==> config.mk <==
export PLATFORM = sky130hd
export DESIGN_NAME = serial_lockout_recognizer
export DESIGN_NICKNAME = d
export VERILOG_FILES = /design/src/rtl/rsr_pkg.sv /design/src/rtl/rsr_next.sv /design/src/rtl/rsr_outdec.sv /design/src/rtl/serial_lockout_recognizer.sv
export SDC_FILE = /design/constraint.sdc
export NUM_CORES = 1
export LEC_CHECK = 0
export BUFFER_PORTS_ARGS = -buffer_cell sky130_fd_sc_hd__buf_2
export CORE_AREA = 2 2 39 41
export DETAILED_ROUTE_END_ITERATION = 8
export DIE_AREA = 0 0 41 43
export RECOVER_POWER = 100
export SYNTH_ARGS = -nofsm -noshare
export SYNTH_HDL_FRONTEND = slang
export SYNTH_SLANG_ARGS = --single-unit
==> constraint.sdc <==
create_clock -name clk -period 1.4 [get_ports clk]
set_clock_uncertainty 0.15 [all_clocks]
set_input_delay 0.14 -clock clk [delete_from_list [all_inputs] [get_ports clk]]
set_output_delay 0.14 -clock clk [all_outputs]
set_load 0.03 [all_outputs]
==> src/rtl/rsr_pkg.sv <==
package rsr_pkg;

    typedef enum logic [2:0] {
        ST_IDLE = 3'd0,
        ST_ZERO = 3'd1,
        ST_ZO   = 3'd2,
        ST_HIT  = 3'd3,
        ST_ONE  = 3'd4,
        ST_ONEZ = 3'd5,
        ST_LOCK = 3'd6
    } rsr_state_e;

endpackage

==> src/rtl/rsr_next.sv <==
module rsr_next
    import rsr_pkg::*;
(
    input  rsr_state_e cur_st,
    input  logic       bit_in,
    output rsr_state_e nxt_st
);

    always_comb begin
        nxt_st = ST_IDLE;
        unique case (cur_st)
            ST_IDLE: nxt_st = bit_in ? ST_ONE  : ST_ZERO;
            ST_ZERO: nxt_st = bit_in ? ST_ZO   : ST_ZERO;
            ST_ZO:   nxt_st = bit_in ? ST_ONE  : ST_HIT;
            ST_HIT:  nxt_st = bit_in ? ST_ZO   : ST_LOCK;
            ST_ONE:  nxt_st = bit_in ? ST_ONE  : ST_ONEZ;
            ST_ONEZ: nxt_st = bit_in ? ST_ZO   : ST_LOCK;
            ST_LOCK: nxt_st = ST_LOCK;
            default: nxt_st = ST_IDLE;
        endcase
    end

endmodule

==> src/rtl/rsr_outdec.sv <==
module rsr_outdec
    import rsr_pkg::*;
(
    input  rsr_state_e st,
    output logic       flag
);

    always_comb begin
        flag = 1'b0;
        unique case (st)
            ST_HIT:  flag = 1'b1;
            default: flag = 1'b0;
        endcase
    end

endmodule

==> src/rtl/serial_lockout_recognizer.sv <==
module serial_lockout_recognizer
    import rsr_pkg::*;
(
    input  logic clk,
    input  logic rst,
    input  logic bit_in,
    output logic match_out
);

    rsr_state_e state_q;
    rsr_state_e state_d;
    logic       flag_d;

    rsr_next u_next (
        .cur_st (state_q),
        .bit_in (bit_in),
        .nxt_st (state_d)
    );

    rsr_outdec u_dec (
        .st   (state_d),
        .flag (flag_d)
    );

    // state register
    always_ff @(posedge clk) begin
        if (rst) state_q <= ST_IDLE;
        else     state_q <= state_d;
    end

    // output register
    always_ff @(posedge clk) begin
        if (rst) match_out <= 1'b0;
        else     match_out <= flag_d;
    end

    a_r1_reset_clears: assert property (@(posedge clk)
        $past(rst) |-> (!match_out && state_q == ST_IDLE));

    a_r2_flag_needs_010: assert property (@(posedge clk) disable iff (rst)
        match_out |-> (!$past(bit_in) && $past(bit_in, 2)));

    a_r4_lock_sticky: assert property (@(posedge clk) disable iff (rst)
        (state_q == ST_LOCK) |=> (state_q == ST_LOCK && !match_out));

    a_r4_hit_then_zero_locks: assert property (@(posedge clk) disable iff (rst)
        (state_q == ST_HIT && !bit_in) |=> (state_q == ST_LOCK));

    a_r3_hit_then_one_rearms: assert property (@(posedge clk) disable iff (rst)
        (state_q == ST_HIT && bit_in) |=> (state_q == ST_ZO && !match_out));

endmodule

# == After elaboration in Yosys (flattened, before gate mapping) ==
# Cells that the tools add are included.
# totals
in_bits,3
out_inout_bits,1
elab_cells,18
ff_bits,4
# op_classes
mux,7
reduce_logical,2
eq_ne,7
# ops
operator,n
$pmux 3 s6,1
$eq 3x2->1 const B,3
$eq 3x3->1 const B,3
$mux 3,3
$eq 3x1->1 const B,1
$logic_not 3->1,1
$mux 1,2
$mux 2,1
$reduce_or 2->1,1

# == Longest topological paths before layout ==
# depth
word_depth,5
depth_mapped,3
mapped_depth_nobuf,3

# == Modules after synthesis ==
# From an unflattened synthesis, not the netlist that was laid out.
# hier_totals
cells_unflattened,18
area_unflattened_um2,170.2
# modules_own_cells
mod,seq_area_each_um2,cells_per_inst,area_per_inst_um2,instances
serial_lockout_recognizer,80.1,8,105.1,1
rsr_next,0.0,9,56.3,1
rsr_outdec,0.0,1,8.8,1

# == Worst setup path before layout ==
# Ideal clock, no wire load.
# synth_timing
path_kind,register to register
startpoint,register state_q[2]
endpoint,register state_q[2]
stages_incl_launch_ff,3
t_required_ns,1.166
setup_slack_ns,0.278
setup_time_ns,0.084
synth_period_minus_slack_ns,1.122
n_path_buf,0
arrival_time_ns,0.888
cell_sequence,dfxtp_1 -> mux2_2 -> o31ai_2
# synth_between
elab_chain_len,3
elab_cells_between_ends,9
cone_classes,eq/ne: 6; mux: 1; reduce/logical: 2
# synth_lines
element,line,rtl
"start, declared",serial_lockout_recognizer.sv:10,rsr_state_e state_q;
"start signal, assigned",serial_lockout_recognizer.sv:28,else state_q <= state_d;
$eq 3x2->1 / $eq 3x3->1 (equally long branches),rsr_next.sv:11,unique case (cur_st)
$reduce_or 2->1 (no source line),-,
$pmux 3 s6 (*),rsr_next.sv:11,
# Mark *: on every way between the ends. The rest lies on a longest branch, timed or not.
# A chain may end at the register's enable or synchronous reset.

# == Worst setup path after layout ==
# layout_timing
startpoint,input port bit_in
endpoint,register state_q[1]
# layout_between
elab_chain_len,2
elab_cells_between_ends,3
cone_classes,mux: 3
# layout_lines
element,line,rtl
"start, declared",serial_lockout_recognizer.sv:6,"input logic bit_in,"
$mux 3 / $mux 2 (equally long branches),"rsr_next.sv:14, rsr_next.sv:13",
$pmux 3 s6 (*),rsr_next.sv:11,
# Marks and branches as above.

==> flow_summary_export.csv <==
group,metric,value,unit
pwr,vdd_drop_max,0.000154,V
setup_path,start_kind,"primary input",
sta,fin_crit,1.21,ns
synth,synthesis.area,169,um2
placement,place_inst,37,
pwr,intPower,235,uW
grt,track_usage,4.51,%
min_path,hold-path-cell-count,2,
clock_tree,cts.clk_slew.worst_paths,0.04,ns
grt,antenna_found_initial,0,
drt,first_pass_iters,4,
drt,ant_nets,0,
synth,synth_fp_nets,21,
floorplan,fp.dieArea,0.00176,mm2
drt,wirelength,319,um
grt,grt_pass1_wl,427,um
clock_tree,cts_buffers,3,
sta,max_freq,0.827,GHz
synth,synth_top_cell_by_area,"dfxtp_1",
final_layout,final_nets,31,
sta,setup_viol,0,
clock_tree,cts-root-buf,"clkbuf_4",
sta,rsz0062_at_grt,"no",
drt,drt_iter0_drc,4,
final_layout,layout_commonest_cell,"dfxtp_1",
setup_path,reg2reg_depth,2,
setup_path,cp-end-kind,"flip-flop",
pwr,leakagePower,0.0000790,uW
pwr,power.density,1280,mW/mm2
grt,grt_pass1_vias,110,
pwr,clockPowerShare,46.8,%
sta,finalSetupTns,0,ns
clock_tree,worst_skew_pair.late_latency,0.23,ns
sta,hold_slack,0.365,ns
synth,syn_area_per_cell,9.38,um2
final_layout,layout_common_cells,"dfxtp_1 (4), nor3_1 (3), clkbuf_4 (3), clkbuf_1 (3)",
grt,grt_start_max_net_pins,8,
sta,max_slew.worst_pin.slew,0.358,ns
placement,io_buffers,3,
final_layout,layoutNonFillerInstCount,42,
synth,ys_ff_latch,4,
floorplan,die_w,41,um
pwr,pwr-share-seq,43.7,%
synth,synth_area_leaders,"dfxtp_1 (47%), nor3_1 (8.9%), o31ai_2 (7.4%)",
clock_tree,cts.sinks,4,
job,maxCapViolations,0,
setup_path,r2r-end,"state_q[2]",
drt,dr_total_vias,155,
run_status,status,"complete, no violations",
clock_tree,cts_max_level,1,
floorplan,std_cell_rows,14,
synth,synthCells,18,
drt,drc,0,
setup_path,cp_cell_sequence,"dlygate4sd3_1 > clkbuf_1 > nand2b_1 > a21oi_1 > nor3_1",
drt,wire_per_inst,7.60,um
setup_path,cp.arrival,1.18,ns
synth,netlist.area_leader.share,47.4,%
clock_tree,post-cts-setup-buffers,0,
setup_path,crit_fanout,6,
synth,ys_warn_count,0,
setup_path,cp_top_family,"buffers and inverters",
clock_tree,holdBufCountCts,2,
sta,hold_viol,0,
min_path,holdPathEnd,"match_out",
synth,synth_cell_types,12,
pwr,p_sw_share,22.9,%
setup_path,worstSetupPathType,"primary input to flip-flop",
pwr,combPwrFrac,9.6,%
pwr,p_sw,69.7,uW
synth,yosysSeqAreaShare,47.4,%
setup_path,cpPeakStageDelay,0.52,ns
drt,avgViaCountPerCell,3.69,
clock_tree,cts_resized,0,
min_path,min_from,"state_q[1]",
sta,relSlewSlack,76.2,%
floorplan,ios,4,
final_layout,drive_gt1_share,15.4,%
floorplan,chipHeight,43,um
grt,globalRoute.totalOverflow,0,
setup_path,rrSetupSlack,0.20,ns
setup_path,cpMaxStageDelayCell,"dlygate4sd3_1",
final_layout,area_growth_syn_to_layout,40.7,%
floorplan,start_util,12.2,%
placement,place.gp.congestion,0.522,
clock_tree,clockBufferDepth,2,
sta,slew_viol_final,0,
sta,period_share,86.4,%
floorplan,core,0.00138,mm2
setup_path,required,1.37,ns
min_path,holdCritPathClass,"flip-flop to flip-flop",
final_layout,num_antenna_cells,0,
setup_path,r2r-start,"state_q[2]",
setup_path,cp_num_buf_inv,2,
clock_tree,tritoncts,"done",
==> cells in the mapped netlist <==
library cell	count
a21oi_1	1
dfxtp_1	4
maj3_1	1
mux2_2	1
nand2_1	2
nand2b_1	1
nand3_1	1
nor2_1	1
nor3_1	3
o21ai_0	1
o31ai_1	1
o31ai_2	1
==> metrics by stage <==
step | area [um2] | utilization [%] | power [uW] | worst slack [ns]
2_1_floorplan | 169 | - | 152 | 0.278
4_1_cts | 246 | 17.8 | 317 | 0.204
5_1_grt | 238 | 17.2 | 327 | 0.113
3_5_place_dp | 204 | 14.7 | 163 | 0.209
6_report | 238 | 17.2 | 305 | 0.191
3_3_place_gp | 204 | 14.7 | 162 | 0.235
==> cell type report <==
| class | instances | area, um2 |
|---|---|---|
| well taps | 16 | 20.0 |
| multi-input cells | 14 | 83.8 |
| clock buffers | 3 | 22.5 |
| fillers | 153 | 1150 |
| flip-flops and latches | 4 | 80.1 |
| repair buffers | 5 | 31.3 |
==> metal layers <==
metal  wire, um  global-route usage [%]  share of wire (%)  up-vias
met3         19                    1.57                6.0        2
met5          0                       0                  0        -
met2        115                    3.75                 36        4
met4         12                    10.0                3.8        0
li1           -                       -                  -       84
met1        172                    4.79                 54       65
==> how the worst max path moves through the flow <==
stage	endpoint	from	slack, ns	cells past startpoint
floorplan	state_q[2]	state_q[2]	0.28	2
global placement	state_q[2]	state_q[2]	0.24	2
detailed placement	state_q[2]	state_q[2]	0.21	2
CTS	state_q[2]	state_q[2]	0.20	2
global route	state_q[1]	bit_in	0.11	5
finish	state_q[1]	bit_in	0.19	5
==> kinds of logic (layout without fill, tap and decap cells) <==
family	count (synthesis)	in the layout	synth area share (%)
compound gates	4	4	17.8
fa+ha+maj	1	1	5.93
buf+inv	0	8	0
flops	4	4	47.4
mux	1	1	6.67
simple gates	8	8	22.2
==> registers in the layout (all words and copies together) (netlist names) <==
name,cells
state_q,3
match_out,1
==> worst reg2reg max path: cells and delay by family (launching register included) <==
family / cells / cell delay (ns)
compound gates: 1 / 0.18
mux: 1 / 0.36
flops: 1 / 0.43
==> power by group through the flow <==
stage                     logic [uW]  registers (uW)  clock network (uW)
final                           29.2             133                 142
after detailed placement        28.4             135                   0
after global placement          28.0             134                   0
after global routing            32.2             135                 160
after CTS                       32.8             133                 151
after floorplan                 19.4             133                   0
Power figures use the tool's default switching activity.
